`config.mk`:
```
export PLATFORM = sky130hd
export DESIGN_NAME = hecc_fix
export DESIGN_NICKNAME = d
export VERILOG_FILES = /design/src/rtl/hecc_pkg.sv /design/src/rtl/hecc_diff.sv /design/src/rtl/hecc_classify.sv /design/src/rtl/hecc_rmw.sv /design/src/rtl/hecc_fix.sv
export SDC_FILE = /design/constraint.sdc
export NUM_CORES = 1
export LEC_CHECK = 0
export BUFFER_PORTS_ARGS = -buffer_cell sky130_fd_sc_hd__clkbuf_2
export CAP_MARGIN = 20
export CORE_UTILIZATION = 48
export CTS_BUF_LIST = sky130_fd_sc_hd__clkbuf_2
export DETAILED_ROUTE_END_ITERATION = 10
export HOLD_SLACK_MARGIN = 0.06
export PLACE_DENSITY = 0.78
export SLEW_MARGIN = 20
export SYNTH_ARGS = -nofsm -noshare
export SYNTH_HDL_FRONTEND = slang
export SYNTH_SLANG_ARGS = --single-unit
```
`constraint.sdc`:
```
create_clock -name clk -period 2.3 [get_ports clk]
set_clock_uncertainty 0.1 [all_clocks]
set_input_delay 0.345 -clock clk [delete_from_list [all_inputs] [get_ports clk]]
set_output_delay 0.345 -clock clk [all_outputs]
set_load 0.02 [all_outputs]
```
`src/rtl/hecc_pkg.sv`:
```
package hecc_pkg;

  localparam int HALF_W = 12;
  localparam int CODE_W = 2 * HALF_W;
  localparam int RAW_W  = 32;
  localparam int RAW_HI = 16;
  localparam int BIT_W  = 3;
  localparam int BYTE_W = 1 << BIT_W;
  localparam int OFF_W  = CODE_W - HALF_W - BIT_W;

  typedef enum logic [1:0] {
    ST_CLEAN    = 2'd0,
    ST_DATA_FIX = 2'd1,
    ST_CODE_FIX = 2'd2,
    ST_BAD      = 2'd3
  } fix_status_e;

  typedef enum logic [1:0] {
    RMW_IDLE  = 2'd0,
    RMW_READ  = 2'd1,
    RMW_WRITE = 2'd2
  } rmw_state_e;

  typedef struct packed {
    fix_status_e             st;
    logic [OFF_W-1:0]        off;
    logic [BIT_W-1:0]        bix;
  } fix_result_t;

  // Two parity halves, upper above lower, inverted so erased pages check clean.
  function automatic logic [CODE_W-1:0] fold_raw(input logic [RAW_W-1:0] raw);
    return ~{raw[RAW_HI +: HALF_W], raw[0 +: HALF_W]};
  endfunction

  function automatic logic halves_complement(input logic [CODE_W-1:0] d);
    return (d[CODE_W-1:HALF_W] ^ d[HALF_W-1:0]) == {HALF_W{1'b1}};
  endfunction

  function automatic logic single_bit(input logic [CODE_W-1:0] d);
    return (d != '0) && ((d & (d - 1'b1)) == '0);
  endfunction

  function automatic logic [OFF_W-1:0] syn_offset(input logic [CODE_W-1:0] d);
    return d[CODE_W-1 -: OFF_W];
  endfunction

  function automatic logic [BIT_W-1:0] syn_bit(input logic [CODE_W-1:0] d);
    return d[HALF_W +: BIT_W];
  endfunction

  function automatic logic [BYTE_W-1:0] bit_mask(input logic [BIT_W-1:0] idx);
    return BYTE_W'(1) << idx;
  endfunction

endpackage

```
`src/rtl/hecc_diff.sv`:
```
module hecc_diff
  import hecc_pkg::*;
(
  input  logic [RAW_W-1:0]  raw_word,
  input  logic [CODE_W-1:0] stored_code,
  output logic [CODE_W-1:0] syndrome
);

  logic [CODE_W-1:0] fresh_code;

  assign fresh_code = fold_raw(raw_word);
  assign syndrome   = fresh_code ^ stored_code;

endmodule

```
`src/rtl/hecc_classify.sv`:
```
module hecc_classify
  import hecc_pkg::*;
#(
  parameter int SECTOR_BYTES = 512
) (
  input  logic [CODE_W-1:0] syndrome,
  output fix_result_t       verdict
);

  logic is_zero, is_pair, is_lone, in_range;

  assign is_zero  = (syndrome == '0);
  assign is_pair  = halves_complement(syndrome);
  assign is_lone  = single_bit(syndrome);
  assign in_range = int'(syn_offset(syndrome)) < SECTOR_BYTES;

  always_comb begin
    verdict.st  = ST_CLEAN;
    verdict.off = '0;
    verdict.bix = '0;
    if (!is_zero) begin
      if (is_pair) begin
        if (in_range) begin
          verdict.st  = ST_DATA_FIX;
          verdict.off = syn_offset(syndrome);
          verdict.bix = syn_bit(syndrome);
        end else begin
          verdict.st = ST_BAD;
        end
      end else if (is_lone) begin
        verdict.st = ST_CODE_FIX;
      end else begin
        verdict.st = ST_BAD;
      end
    end
  end

endmodule

```
`src/rtl/hecc_rmw.sv`:
```
module hecc_rmw
  import hecc_pkg::*;
(
  input  logic              clk,
  input  logic              rst_n,
  input  logic              go,
  input  logic [OFF_W-1:0]  go_addr,
  input  logic [BIT_W-1:0]  go_bix,
  input  logic [BYTE_W-1:0] rdata,
  output logic              busy,
  output logic              rd_en,
  output logic              wr_en,
  output logic [OFF_W-1:0]  addr,
  output logic [BYTE_W-1:0] wdata,
  output logic              fixed
);

  rmw_state_e       state_q;
  logic [OFF_W-1:0] addr_q;
  logic [BIT_W-1:0] bix_q;
  logic             fixed_q;

  always_ff @(posedge clk) begin
    if (!rst_n) begin
      state_q <= RMW_IDLE;
      addr_q  <= '0;
      bix_q   <= '0;
      fixed_q <= 1'b0;
    end else begin
      fixed_q <= 1'b0;
      case (state_q)
        RMW_IDLE: begin
          if (go) begin
            addr_q  <= go_addr;
            bix_q   <= go_bix;
            state_q <= RMW_READ;
          end
        end
        RMW_READ:  state_q <= RMW_WRITE;
        RMW_WRITE: begin
          state_q <= RMW_IDLE;
          fixed_q <= 1'b1;
        end
        default:   state_q <= RMW_IDLE;
      endcase
    end
  end

  assign busy  = (state_q != RMW_IDLE);
  assign rd_en = (state_q == RMW_READ);
  assign wr_en = (state_q == RMW_WRITE);
  assign addr  = addr_q;
  assign wdata = rdata ^ bit_mask(bix_q);
  assign fixed = fixed_q;

endmodule

```
`src/rtl/hecc_fix.sv`:
```
module hecc_fix
  import hecc_pkg::*;
#(
  parameter int SECTOR_BYTES = 512
) (
  input  logic              clk,
  input  logic              rst_n,
  input  logic              start,
  input  logic [RAW_W-1:0]  raw_word,
  input  logic [CODE_W-1:0] stored_code,
  output logic              result_valid,
  output logic [1:0]        status,
  output logic [OFF_W-1:0]  byte_off,
  output logic [BIT_W-1:0]  bit_idx,
  output logic [OFF_W-1:0]  buf_addr,
  output logic              buf_rd_en,
  input  logic [BYTE_W-1:0] buf_rdata,
  output logic              buf_wr_en,
  output logic [BYTE_W-1:0] buf_wdata,
  output logic              done
);

  logic [CODE_W-1:0] syndrome;
  fix_result_t       verdict;
  logic              fix_busy;
  logic              accept;
  logic              data_go;
  logic              rmw_fixed;

  logic              valid_q;
  fix_status_e       status_q;
  logic [OFF_W-1:0]  off_q;
  logic [BIT_W-1:0]  bix_q;
  logic              quick_done_q;

  hecc_diff u_diff (
    .raw_word    (raw_word),
    .stored_code (stored_code),
    .syndrome    (syndrome)
  );

  hecc_classify #(.SECTOR_BYTES(SECTOR_BYTES)) u_cls (
    .syndrome (syndrome),
    .verdict  (verdict)
  );

  assign accept  = start & ~fix_busy;
  assign data_go = accept & (verdict.st == ST_DATA_FIX);

  hecc_rmw u_rmw (
    .clk     (clk),
    .rst_n   (rst_n),
    .go      (data_go),
    .go_addr (verdict.off),
    .go_bix  (verdict.bix),
    .rdata   (buf_rdata),
    .busy    (fix_busy),
    .rd_en   (buf_rd_en),
    .wr_en   (buf_wr_en),
    .addr    (buf_addr),
    .wdata   (buf_wdata),
    .fixed   (rmw_fixed)
  );

  always_ff @(posedge clk) begin
    if (!rst_n) begin
      valid_q      <= 1'b0;
      status_q     <= ST_CLEAN;
      off_q        <= '0;
      bix_q        <= '0;
      quick_done_q <= 1'b0;
    end else begin
      valid_q      <= accept;
      quick_done_q <= accept & (verdict.st != ST_DATA_FIX);
      if (accept) begin
        status_q <= verdict.st;
        off_q    <= verdict.off;
        bix_q    <= verdict.bix;
      end
    end
  end

  assign result_valid = valid_q;
  assign status       = status_q;
  assign byte_off     = off_q;
  assign bit_idx      = bix_q;
  assign done         = quick_done_q | rmw_fixed;

endmodule

```
* After elaboration in Yosys (flattened, before gate mapping)
Cells that the tools add are included.
Cells by class: eq/ne operators 6, bitwise logic cells 10, shifts and indexed selects 1, add/subtract/negate cells 1, reductions and logical operators 7, multiplexer cells 7
Operator list (count):
- 24-bit zero test | 2
- 24-bit bitwise AND | 1
- 24-bit NOT | 1
- 24-bit nonzero test | 1
- 24-bit by 1-bit subtractor with 24-bit output (second input constant) | 1
- 24-bit XOR | 1
- 14-bit 2-to-1 mux | 1
- 12-bit equality test (second input constant) | 1
- 12-bit 2-to-1 mux | 1
- 12-bit XOR | 1
- 1-bit by 3-bit left shift with 8-bit output (first input constant) | 1
- 8-bit XOR | 1
- 2-bit by 1-bit equality test with 1-bit output (second input constant) | 2
- 2-bit 2-to-1 mux | 2
- 2-bit case mux with 2 select lines | 1
- 1-bit bitwise AND | 3
- 2-bit equality test (second input constant) | 1
- 2-bit zero test | 1
- 1-bit 2-to-1 mux | 2
- 2-bit by 1-bit != test with 1-bit output (second input constant) | 1
- 2-bit != test (second input constant) | 1
- 2-bit AND reduction | 1
- 2-bit nonzero test | 1
- 1-bit logical AND | 1
- 2 further kinds | 2
Word-level totals: logic and storage cells 41, register bits after elaboration 31, output and inout port bits 35, bits of input ports 67

* Depth between registers and ports, before layout
Gate-level depths: netlist of the first run.
depth in word-level cells 13, mapped depth 7, depth with buffers taken out 7

* Hierarchy
A second synthesis of the first run with hierarchy kept.
Unflattened totals: cells, all modules 256, area total of the unflattened synthesis 2150.8 µm²
Modules (own cells, without submodules):
- hecc_rmw | area each 738.2 µm², sequential area each 300.3 µm², instances 1, cells each 81
- hecc_fix | area each 659.4 µm², sequential area each 320.3 µm², instances 1, cells each 69
- hecc_classify | area each 543.0 µm², sequential area each 0.0 µm², instances 1, cells each 82
- hecc_diff | area each 210.2 µm², sequential area each 0.0 µm², instances 1, cells each 24

* Worst setup path after synthesis of the first run
Ideal clock, no wire load.
kind input-to-reg, start point in raw_word[1], end point reg status_q[0], in the netlist status[0], cell stages on the path 6, buffers on the path 0, required time 2062 ps, setup slack 291 ps, arrival 1770 ps, library setup time 138 ps, path through xnor2_1 nor4_2 o211ai_1 a211o_1 a2111oi_0 a31oi_1
Between the ends: cells in the longest elaborated chain, start to end 9, elaborated cells between the ends (all ways) 13, those cells by class add/sub: 1; eq/ne: 1; mux: 3; bitwise: 4; reduce/logical: 4
Ends and longest elaborated chain:
- from (decl) | line hecc_fix.sv:9 | input logic [RAW_W-1:0] raw_word,
- 24-bit NOT (*) | line hecc_pkg.sv:32 | return ~{raw[RAW_HI +: HALF_W], raw[0 +: HALF_W]};
- 24-bit XOR (*) | line hecc_diff.sv:12 | assign syndrome = fresh_code ^ stored_code;
- 24-bit by 1-bit subtractor with 24-bit output | line hecc_pkg.sv:40 | return (d != '0) && ((d & (d - 1'b1)) == '0);
- 24-bit bitwise AND | line hecc_pkg.sv:40
- 24-bit zero test | line hecc_pkg.sv:40
- 1-bit logical AND | line hecc_pkg.sv:40
- 1-bit 2-to-1 mux | line hecc_classify.sv:30 | end else if (is_lone) begin
- 2-bit 2-to-1 mux | line hecc_classify.sv:22 | if (is_pair) begin
- 14-bit 2-to-1 mux (*) | line hecc_classify.sv:21 | if (!is_zero) begin
- to (signal assigned) | line hecc_fix.sv:76 | status_q <= verdict.st;
- to (decl) | line hecc_fix.sv:31 | fix_status_e status_q;
Every way passes the cells marked *; elsewhere a longest branch is shown, timed or not. A chain may end at the register's enable or synchronous reset.

* Final worst setup path of the first run
start point reg u_rmw.state_q[0], end point reg status_q[0], in the netlist status[0]
Between the ends: cells in the longest elaborated chain, start to end 3
Ends and longest elaborated chain:
- from (decl) | line hecc_rmw.sv:18 | rmw_state_e state_q;
- from (signal assigned) | line hecc_rmw.sv:25 | state_q <= RMW_IDLE;
- from (signal assigned) | line hecc_rmw.sv:36 | state_q <= RMW_READ;
- from (signal assigned) | line hecc_rmw.sv:39 | RMW_READ: state_q <= RMW_WRITE;
- 2-bit nonzero test | line hecc_rmw.sv:49 | assign busy = (state_q != RMW_IDLE);
- 1-bit NOT | line hecc_fix.sv:47 | assign accept = start & ~fix_busy;
- 1-bit bitwise AND | line hecc_fix.sv:47
No other way between the ends.

==> results.cfg, run 1 <==
[clock_tree]
cts_max_path_buffers = 2
cts_setup_buffers = 0
cts_buffers = 5
cts.sinks = 31
cts_root_buffer = clkbuf_2
ctsHtreeMaxLevel = 2
cts_hold_buf = 0
insertion_delay_ns = 0.34
cts_tree = built
clk_pin_slew_ns = 0.16
cts_resized = 0

[synth]
netlist_area_um2 = 2136
async_flop_share_pct = 0
synth_edf_count = 0
ys_ff_latch = 31
synthFlopType = dfxtp_1
yosysUniqueCellTypes = 40
syn_inst = 231
synth_seq_area_share_pct = 29.06
syn_area_per_cell_um2 = 9.246
synth_nets = 298
yosysWarnings = 0

[floorplan]
core_area_um2 = 4144
die_height_um = 68.71
die_area_um2 = 4720
die_x_um = 68.71
io_pins = 102
num_rows = 23
start_util_pct = 51.54

[worst_setup_path]
slowest_delay_ns = 0.40
crit_buf_inv = 1
crit_path_end = status[0]
startpoint_type = flop
r2r_cells = 6
startpoint = u_rmw.state_q[0]
path_cells = nor2_1 -> nand2_8 -> a211o_1 -> a2111oi_0 -> buf_4 -> a31oi_1
slowest_stage = a2111oi_0
crit_required_ns = 2.45
regToRegEndpoint = status[0]
cp.arrival_ns = 2.11
crit_cells = 6
endpoint_kind = flop
path_max_fanout = 16
reg2reg_from = u_rmw.state_q[0]
crit_type = reg2reg
r2r_slack_ns = 0.34
critical-path-top-delay-family = compound AO/OA/AOI/OAI gates

[final_layout]
drive_gt1_share_pct = 43.44
fin_nets = 409
final_area_um2 = 2844
antenna_cells = 0
layout_common_cells = clkbuf_2 (98), dfxtp_1 (31), nand2_1 (21), xnor2_2 (21), buf_4 (20)
syn_to_final_growth_pct = 33.16
fin_util_pct = 68.63
final_common_cell = clkbuf_2

[power_and_ir_drop]
sw_frac_of_total_pct = 30.41
pwr-share-seq_pct = 41.8
p_int_uw = 906.0
clkPwrFrac_pct = 27.7
power_mw = 1.302
power_leakage_nw = 1.247
combPwrFrac_pct = 30.5
vdd_ir_drop_max_uv = 259.7
p_switching_uw = 396.0
powerDensity_nw_per_um2 = 457.8

[place]
place_ws_ns = 0.009421
place.gp.congestion = 0.8155
dp_hpwl_um = 3783
dpl_cell_area_um2 = 2780
io_buffer_count = 93

[sta]
slew-limit-headroom_pct = 69.05
fin_crit_ns = 1.961
grt_setup_unrepaired = no
fin_crit_sh_pct = 85.26
tightest_slew_ns = 0.4640
setup_slack_ns = 0.3390
timing.fmax_ghz = 0.5099
setup-tns-final_ns = 0
setup_viol = 0
hold_viol_final = 0
drv_slew = 0

[grt]
grt_pass1_vias = 1635
grt_max_degree = 30
grt_pass1_wl_um = 7238
grt_overflow_total = 0
grtUsageTotal_pct = 20.65
antenna_found_initial = 0

[route]
drcViolationCount = 0
routed_wirelength_um = 4819
drt_pass1_iterations = 4
wl_per_cell_um = 12.26
vias = 2019
antenna_left = 0
vias_per_cell = 5.137
drt_iter0_markers = 92

[hold_path]
hold_class = in2reg
hold_depth = 4

[run]
maxCapViolCount = 0

[status]
outcome = complete, no violations
-- layer usage --
metal | routed length [um] | track usage [%] | share of wire (%)
met1 | 2059 | 25.83 | 43
met2 | 2386 | 35.42 | 50
met3 | 301 | 3.289 | 6.2
met4 | 70 | 7.908 | 1.5
met5 | 0 | 0 | 0
-- registers in the layout, indices dropped and copies added (netlist names) --
register,count
byte_off,9
quick_done_q,1
result_valid,1
u_rmw.state_q,2
u_rmw.bix_q,3
u_rmw.fixed,1
status,2
u_rmw.addr,9
bit_idx,3
-- area by class of cell --
class	count	area, um2
Clock inverter	3	38.79
Multi-Input combinational cell	189	1458
Inverter	1	3.754
Clock buffer	5	25.02
Timing Repair Buffer	114	635.6
Tap cell	50	62.56
Fill cell	350	1300
Sequential cell	31	620.6
-- worst min-delay path by stage --
| stage | slack [ns] | to | start |
|---|---|---|---|
| 2_1_floorplan | 0.43 | bit_idx[0] | bit_idx[0] |
| 3_3_place_gp | 0.34 | byte_off[0] | byte_off[0] |
| 3_5_place_dp | 0.34 | byte_off[8] | byte_off[8] |
| 4_1_cts | 0.30 | byte_off[8] | start |
| 5_1_grt | 0.30 | byte_off[8] | start |
| 6_report | 0.30 | byte_off[8] | start |
-- worst register-to-register path: cells and delay by family, from the launching register on --
kind            cells  cell delay, ns
simple gates        2            0.49
flops               1            0.35
compound gates      3            0.75
buf+inv             1            0.18
-- synthesized netlist by cell type, drive strengths merged (2+ instances only) --
master   n  area [um2]
a211oi   3       22.52
a21boi  12       90.09
a21oi    3       15.01
and2     3       18.77
buf      3       27.52
clkbuf   7       26.28
dfxtp   31       620.6
mux2i   12       120.1
nand2   22       98.85
nand3   14       70.07
nand4    8       56.30
nor2    16       60.06
nor2b   15       93.84
nor3    11       60.06
nor4     8       77.57
o211ai   2       15.01
o21a     2       15.01
o21ai    3       15.01
or2      2       12.52
xnor2   28       402.9
xor2    16       140.1
-- stage by stage --
stage               std cells  hold slack (ns)
global placement          385           0.3372
detailed placement        385           0.3447
CTS                       393           0.3037
finish                    393           0.3047
global route              393           0.3042
floorplan                 231           0.4272
-- cells by family (layout without fill, tap and decap cells) --
group	after synthesis	after routing	synth area share, %
flip-flops	31	31	29.06
XOR/XNOR	44	44	25.42
multiplexers	12	12	5.624
AO/OA/AOI/OAI	31	31	10.37
adder cells (fa/ha/maj)	1	1	0.4687
buffers and inverters	11	123	2.695
AND/OR/NAND/NOR	101	101	26.36
-- power by group through the flow --
stage | Clock, mW | Sequential (mW) | Combinational [mW]
floorplan | 0 | 0.559 | 0.229
CTS | 0.362 | 0.544 | 0.398
finish | 0.361 | 0.544 | 0.398
detailed placement | 0 | 0.555 | 0.397
global route | 0.382 | 0.544 | 0.430
global placement | 0 | 0.555 | 0.391
Power figures use the tool's default switching activity.
==> run 2, diff against run 1 <==
--- a/config.mk
+++ b/config.mk
@@ -12,6 +12,7 @@
 export DETAILED_ROUTE_END_ITERATION = 10
 export HOLD_SLACK_MARGIN = 0.06
 export PLACE_DENSITY = 0.78
+export REMOVE_ABC_BUFFERS = 1
 export SLEW_MARGIN = 20
 export SYNTH_ARGS = -nofsm -noshare
 export SYNTH_HDL_FRONTEND = slang
==> run 2 against run 1 <==
- core utilization is 1.1 points higher
- setup slack worse by 0.13 ns
- clock power is 2% higher
- via count is 1.3% higher
- sequential cell count stayed put
- critical path depth stayed put
- worst hold slack worse by 0.0027 ns
- critical path type unchanged
- critical endpoint unchanged
- largest cell class unchanged
==> results.cfg, run 2 (synthesized netlist as in run 1, its figures left out) <==
[clock_tree]
cts_max_path_buffers = 2
cts_resized = 0
cts_root_buffer = clkbuf_2
cts_buffers = 5
ctsHtreeMaxLevel = 2
insertion_delay_ns = 0.35
cts_setup_buffers = 0
cts_hold_buf = 0
clk_pin_slew_ns = 0.17
cts.sinks = 31
cts_tree = built

[hold_path]
hp-start = start
min_to = byte_off[6]
hold_class = in2reg
hold_depth = 4

[sta]
hold_viol_final = 0
timing.fmax_ghz = 0.4790
drv_slew = 0
setup-tns-final_ns = 0
setup_viol = 0
fin_crit_ns = 2.088
grt_setup_unrepaired = no
slew-limit-headroom_pct = 60.91
tightest_slew_ns = 0.5716
fin_crit_sh_pct = 90.77

[final_layout]
stdcell_count = 401
layout_common_cells = clkbuf_2 (98), dfxtp_1 (31), buf_4 (29), nand2_1 (21), xnor2_2 (21)
antenna_cells = 0
nFillCells = 365
syn_to_final_growth_pct = 35.38
multi_input_area_um2 = 1458
fin_util_pct = 69.78
drive_gt1_share_pct = 44.73
fin_nets = 417
final-seq-area_um2 = 620.6
final_common_cell = clkbuf_2

[worst_setup_path]
crit_buf_inv = 1
slowest_stage = a2111oi_0
slowest_delay_ns = 0.52
path_max_fanout = 16
r2r_cells = 6
path_cells = nor2_1 -> nand2_8 -> a211o_1 -> a2111oi_0 -> buf_4 -> a31oi_1
cp.arrival_ns = 2.26
critical-path-top-delay-family = compound AO/OA/AOI/OAI gates
startpoint_type = flop
crit_type = reg2reg
endpoint_kind = flop
r2r_slack_ns = 0.21
crit_required_ns = 2.47
regToRegEndpoint = status[0]
reg2reg_from = u_rmw.state_q[0]

[power_and_ir_drop]
combPwrFrac_pct = 31.3
pwr-share-seq_pct = 40.9
p_int_uw = 918.4
power_leakage_nw = 1.283
sw_frac_of_total_pct = 30.96
power_mw = 1.330
powerDensity_nw_per_um2 = 460.0
clkPwrFrac_pct = 27.8
p_switching_uw = 411.7
vdd_ir_drop_max_uv = 275.4

[floorplan]
die_x_um = 68.71
core_area_um2 = 4144
start_util_pct = 51.54
die_height_um = 68.71
num_rows = 23
die_area_um2 = 4720
io_pins = 102

[run]
maxCapViolCount = 0

[route]
routed_wirelength_um = 4886
route.met2.wl_um = 2346
drt_iter0_markers = 127
vias_per_cell = 5.100
antenna_left = 0
wl_per_cell_um = 12.18
drcViolationCount = 0
drt_pass1_iterations = 4
drt-met1-wl_um = 2130
vias = 2045
top_layer_used = met4
wl_met3_um = 347

[place]
io_buffer_count = 93
dp_cells = 393
dp_hpwl_um = 3812
place.gp.congestion = 0.9363

[grt]
grt_pass1_wl_um = 7514
grt_max_degree = 30
grt_pass1_vias = 1755
grtUsageTotal_pct = 21.23
antenna_found_initial = 0
grt_overflow_total = 0

[status]
outcome = complete, no violations
-- run 2: changes by cell type in the layout (fill, tap and decap cells not counted), sizes merged --
cell / delta
buf: +8
-- run 2: metrics by stage --
step	setup WS, ns	area (um2)	hold WS (ns)
detailed placement	-0.09183	2828	0.3467
global placement	-0.09836	2828	0.3403
floorplan	0.04927	2082	0.3667
global route	0.08854	2892	0.2802
CTS	0.2304	2892	0.2991
finish	0.2123	2892	0.3020
-- run 2: worst max path at each step --
stage	startpoint	to	slack, ns	depth (start not counted)
after floorplan	stored_code[18]	u_rmw.addr[0]	0.05	6
after global placement	stored_code[8]	status[0]	-0.1	9
after detailed placement	stored_code[8]	status[0]	-0.09	9
after CTS	u_rmw.state_q[0]	status[0]	0.23	6
after global routing	u_rmw.state_q[0]	status[0]	0.09	6
final	u_rmw.state_q[0]	status[0]	0.21	6
-- run 2: power by group through the flow --
stage / registers [mW] / logic, mW / clock network, mW
floorplan: 0.559 / 0.223 / 0
global placement: 0.555 / 0.405 / 0
detailed placement: 0.555 / 0.411 / 0
CTS: 0.544 / 0.416 / 0.372
global route: 0.545 / 0.450 / 0.404
finish: 0.544 / 0.417 / 0.370
-- run 2: final cells by class --
class                      instances  area share, %
clock inverter                     3          1.341
tap                               50          2.164
multi-input combinational        189          50.41
clock buffer                       5         0.8654
inverter                           1         0.1298
sequential                        31          21.46
timing repair buffer             122          23.63
-- run 2: per-layer routing --
layer	global-route usage, %	vias to the layer above
li1	-	1049
met1	24.50	899
met2	38.97	89
met3	4.112	8
met4	6.888	0
met5	0	-
-- run 2: tightest hold or removal path, delay by kind of cell --
family / cells / cell delay [ns]
compound gates: 1 / 0.05
buf+inv: 1 / 0.14
simple gates: 2 / 0.21
==> run 3, diff against run 2 <==
--- a/config.mk
+++ b/config.mk
@@ -12,6 +12,7 @@
 export DETAILED_ROUTE_END_ITERATION = 10
 export HOLD_SLACK_MARGIN = 0.06
 export PLACE_DENSITY = 0.78
+export RECOVER_POWER = 100
 export REMOVE_ABC_BUFFERS = 1
 export SLEW_MARGIN = 20
 export SYNTH_ARGS = -nofsm -noshare
==> run 3 against run 2 <==
- first-iteration DRC count decreased by 4.7%
- wire length about the same
- cell count unchanged
- critical endpoint unchanged
- clock power about the same
- register-to-register slack about the same
- largest power group unchanged
- sequential cell count unchanged
- worst hold slack got worse by 0.0016 ns
- sequential power about the same
==> results.cfg, run 3 (synthesized netlist as in run 1, its figures left out) <==
[grt]
grt_overflow_total = 0
antenna_found_initial = 0
grt_pass1_wl_um = 7514
grt_pass1_vias = 1755
grt_max_degree = 30
grtUsageTotal_pct = 21.23

[worst_setup_path]
r2r_slack_ns = 0.20
endpoint_kind = flop
crit_required_ns = 2.47
crit_type = in2reg
startpoint_type = primary input
cp.arrival_ns = 2.31
path_max_fanout = 3

[sta]
fin_crit_ns = 2.135
drv_slew = 0
tightest_slew_ns = 0.5910
setup_slack_ns = 0.1650
timing.fmax_ghz = 0.4684
setup_viol = 0
slew-limit-headroom_pct = 59.58
grt_setup_unrepaired = no
hold_viol_final = 0
fin_crit_sh_pct = 92.83

[clock_tree]
clk_pin_slew_ns = 0.17
cts_setup_buffers = 0
cts_root_buffer = clkbuf_2
cts_max_path_buffers = 2
cts_tree = built
cts_resized = 0
cts_hold_buf = 0
ctsHtreeMaxLevel = 2
insertion_delay_ns = 0.35
cts_buffers = 5
cts.sinks = 31

[route]
vias_per_cell = 5.097
routed_wirelength_um = 4884
drt_pass1_iterations = 4
vias = 2044
wl_per_cell_um = 12.18
antenna_left = 0
drcViolationCount = 0
drt_iter0_markers = 121

[final_layout]
syn_to_final_growth_pct = 32.34
final_common_cell = clkbuf_2
stdcell_count = 401
fin_nets = 417
layout_common_cells = clkbuf_2 (65), clkbuf_1 (36), dfxtp_1 (31), buf_4 (24), nand2_1 (21)
drive_gt1_share_pct = 33.90
antenna_cells = 0

[place]
io_buffer_count = 93
dp_cells = 393
dp_hpwl_um = 3812
place.gp.congestion = 0.9363
place_ws_ns = -0.09183

[floorplan]
num_rows = 23
core_area_um2 = 4144
die_area_um2 = 4720
start_util_pct = 51.54
die_x_um = 68.71
io_pins = 102
die_height_um = 68.71

[power_and_ir_drop]
vdd_ir_drop_max_uv = 275.5
powerDensity_nw_per_um2 = 468.5
power_leakage_nw = 1.151

[run]
maxCapViolCount = 0

[hold_path]
hold_class = in2reg

[status]
outcome = complete, no violations
==> run 3: cell count changes in the layout (fill, tap and decap cells not counted) <==
cell,change
a21boi_0,+6
a21boi_1,-6
buf_4,-5
clkbuf_1,+36
clkbuf_2,-33
clkbuf_4,+2
nor3_1,+1
nor3_2,-1
xnor2_1,+1
xnor2_2,-1
==> run 3: report_power, final <==
part	switching, mW	internal, mW
sequential	0.00179	0.542
clock	0.191	0.179
combinational	0.218	0.193
total	0.410	0.914
==> run 3: worst max-delay path: stages <==
cell       delay [ns]
clkbuf_2         0.09
xnor2_1          0.36
buf_4            0.19
xor2_1           0.08
nand4_1          0.13
nor3_1           0.08
a211o_1          0.22
a2111oi_0        0.54
buf_4            0.21
a31oi_1          0.06
==> run 3: final timing paths <==
kind                     from          end  cells past startpoint
max            stored_code[6]    status[0]                     10
min reg2reg       byte_off[6]  byte_off[6]                      2
max reg2reg  u_rmw.state_q[0]    status[0]                      6
min                     start  byte_off[6]                      4
==> run 3: area by class of cell <==
| class | instances | area [um2] |
|---|---|---|
| Multi-Input combinational cell | 189 | 1445 |
| Fill cell | 393 | 1318 |
| Timing Repair Buffer | 122 | 630.6 |
| Sequential cell | 31 | 620.6 |
| Tap cell | 50 | 62.56 |
| Clock inverter | 3 | 38.79 |
| Clock buffer | 5 | 25.02 |
| Inverter | 1 | 3.754 |
==> run 3: through the flow <==
| stage | total power, mW | util (%) | setup TNS (ns) | area, um2 | hold slack [ns] |
|---|---|---|---|---|---|
| 6_report | 1.324 | 68.21 | 0 | 2826 | 0.3003 |
| 5_1_grt | 1.392 | 68.21 | 0 | 2826 | 0.2802 |
| 4_1_cts | 1.332 | 69.78 | 0 | 2892 | 0.2991 |
| 3_5_place_dp | 0.9662 | 68.24 | -0.09538 | 2828 | 0.3467 |
| 3_3_place_gp | 0.9600 | 68.24 | -0.09836 | 2828 | 0.3403 |
| 2_1_floorplan | 0.7823 | - | 0 | 2082 | 0.3667 |
==> run 3: per-layer routing <==
metal	vias up	track usage (%)	part of all wire, %
met4	0	6.888	1.2
li1	1045	-	-
met5	-	0	0
met1	904	24.50	43
met2	86	38.97	48
met3	9	4.112	7.1
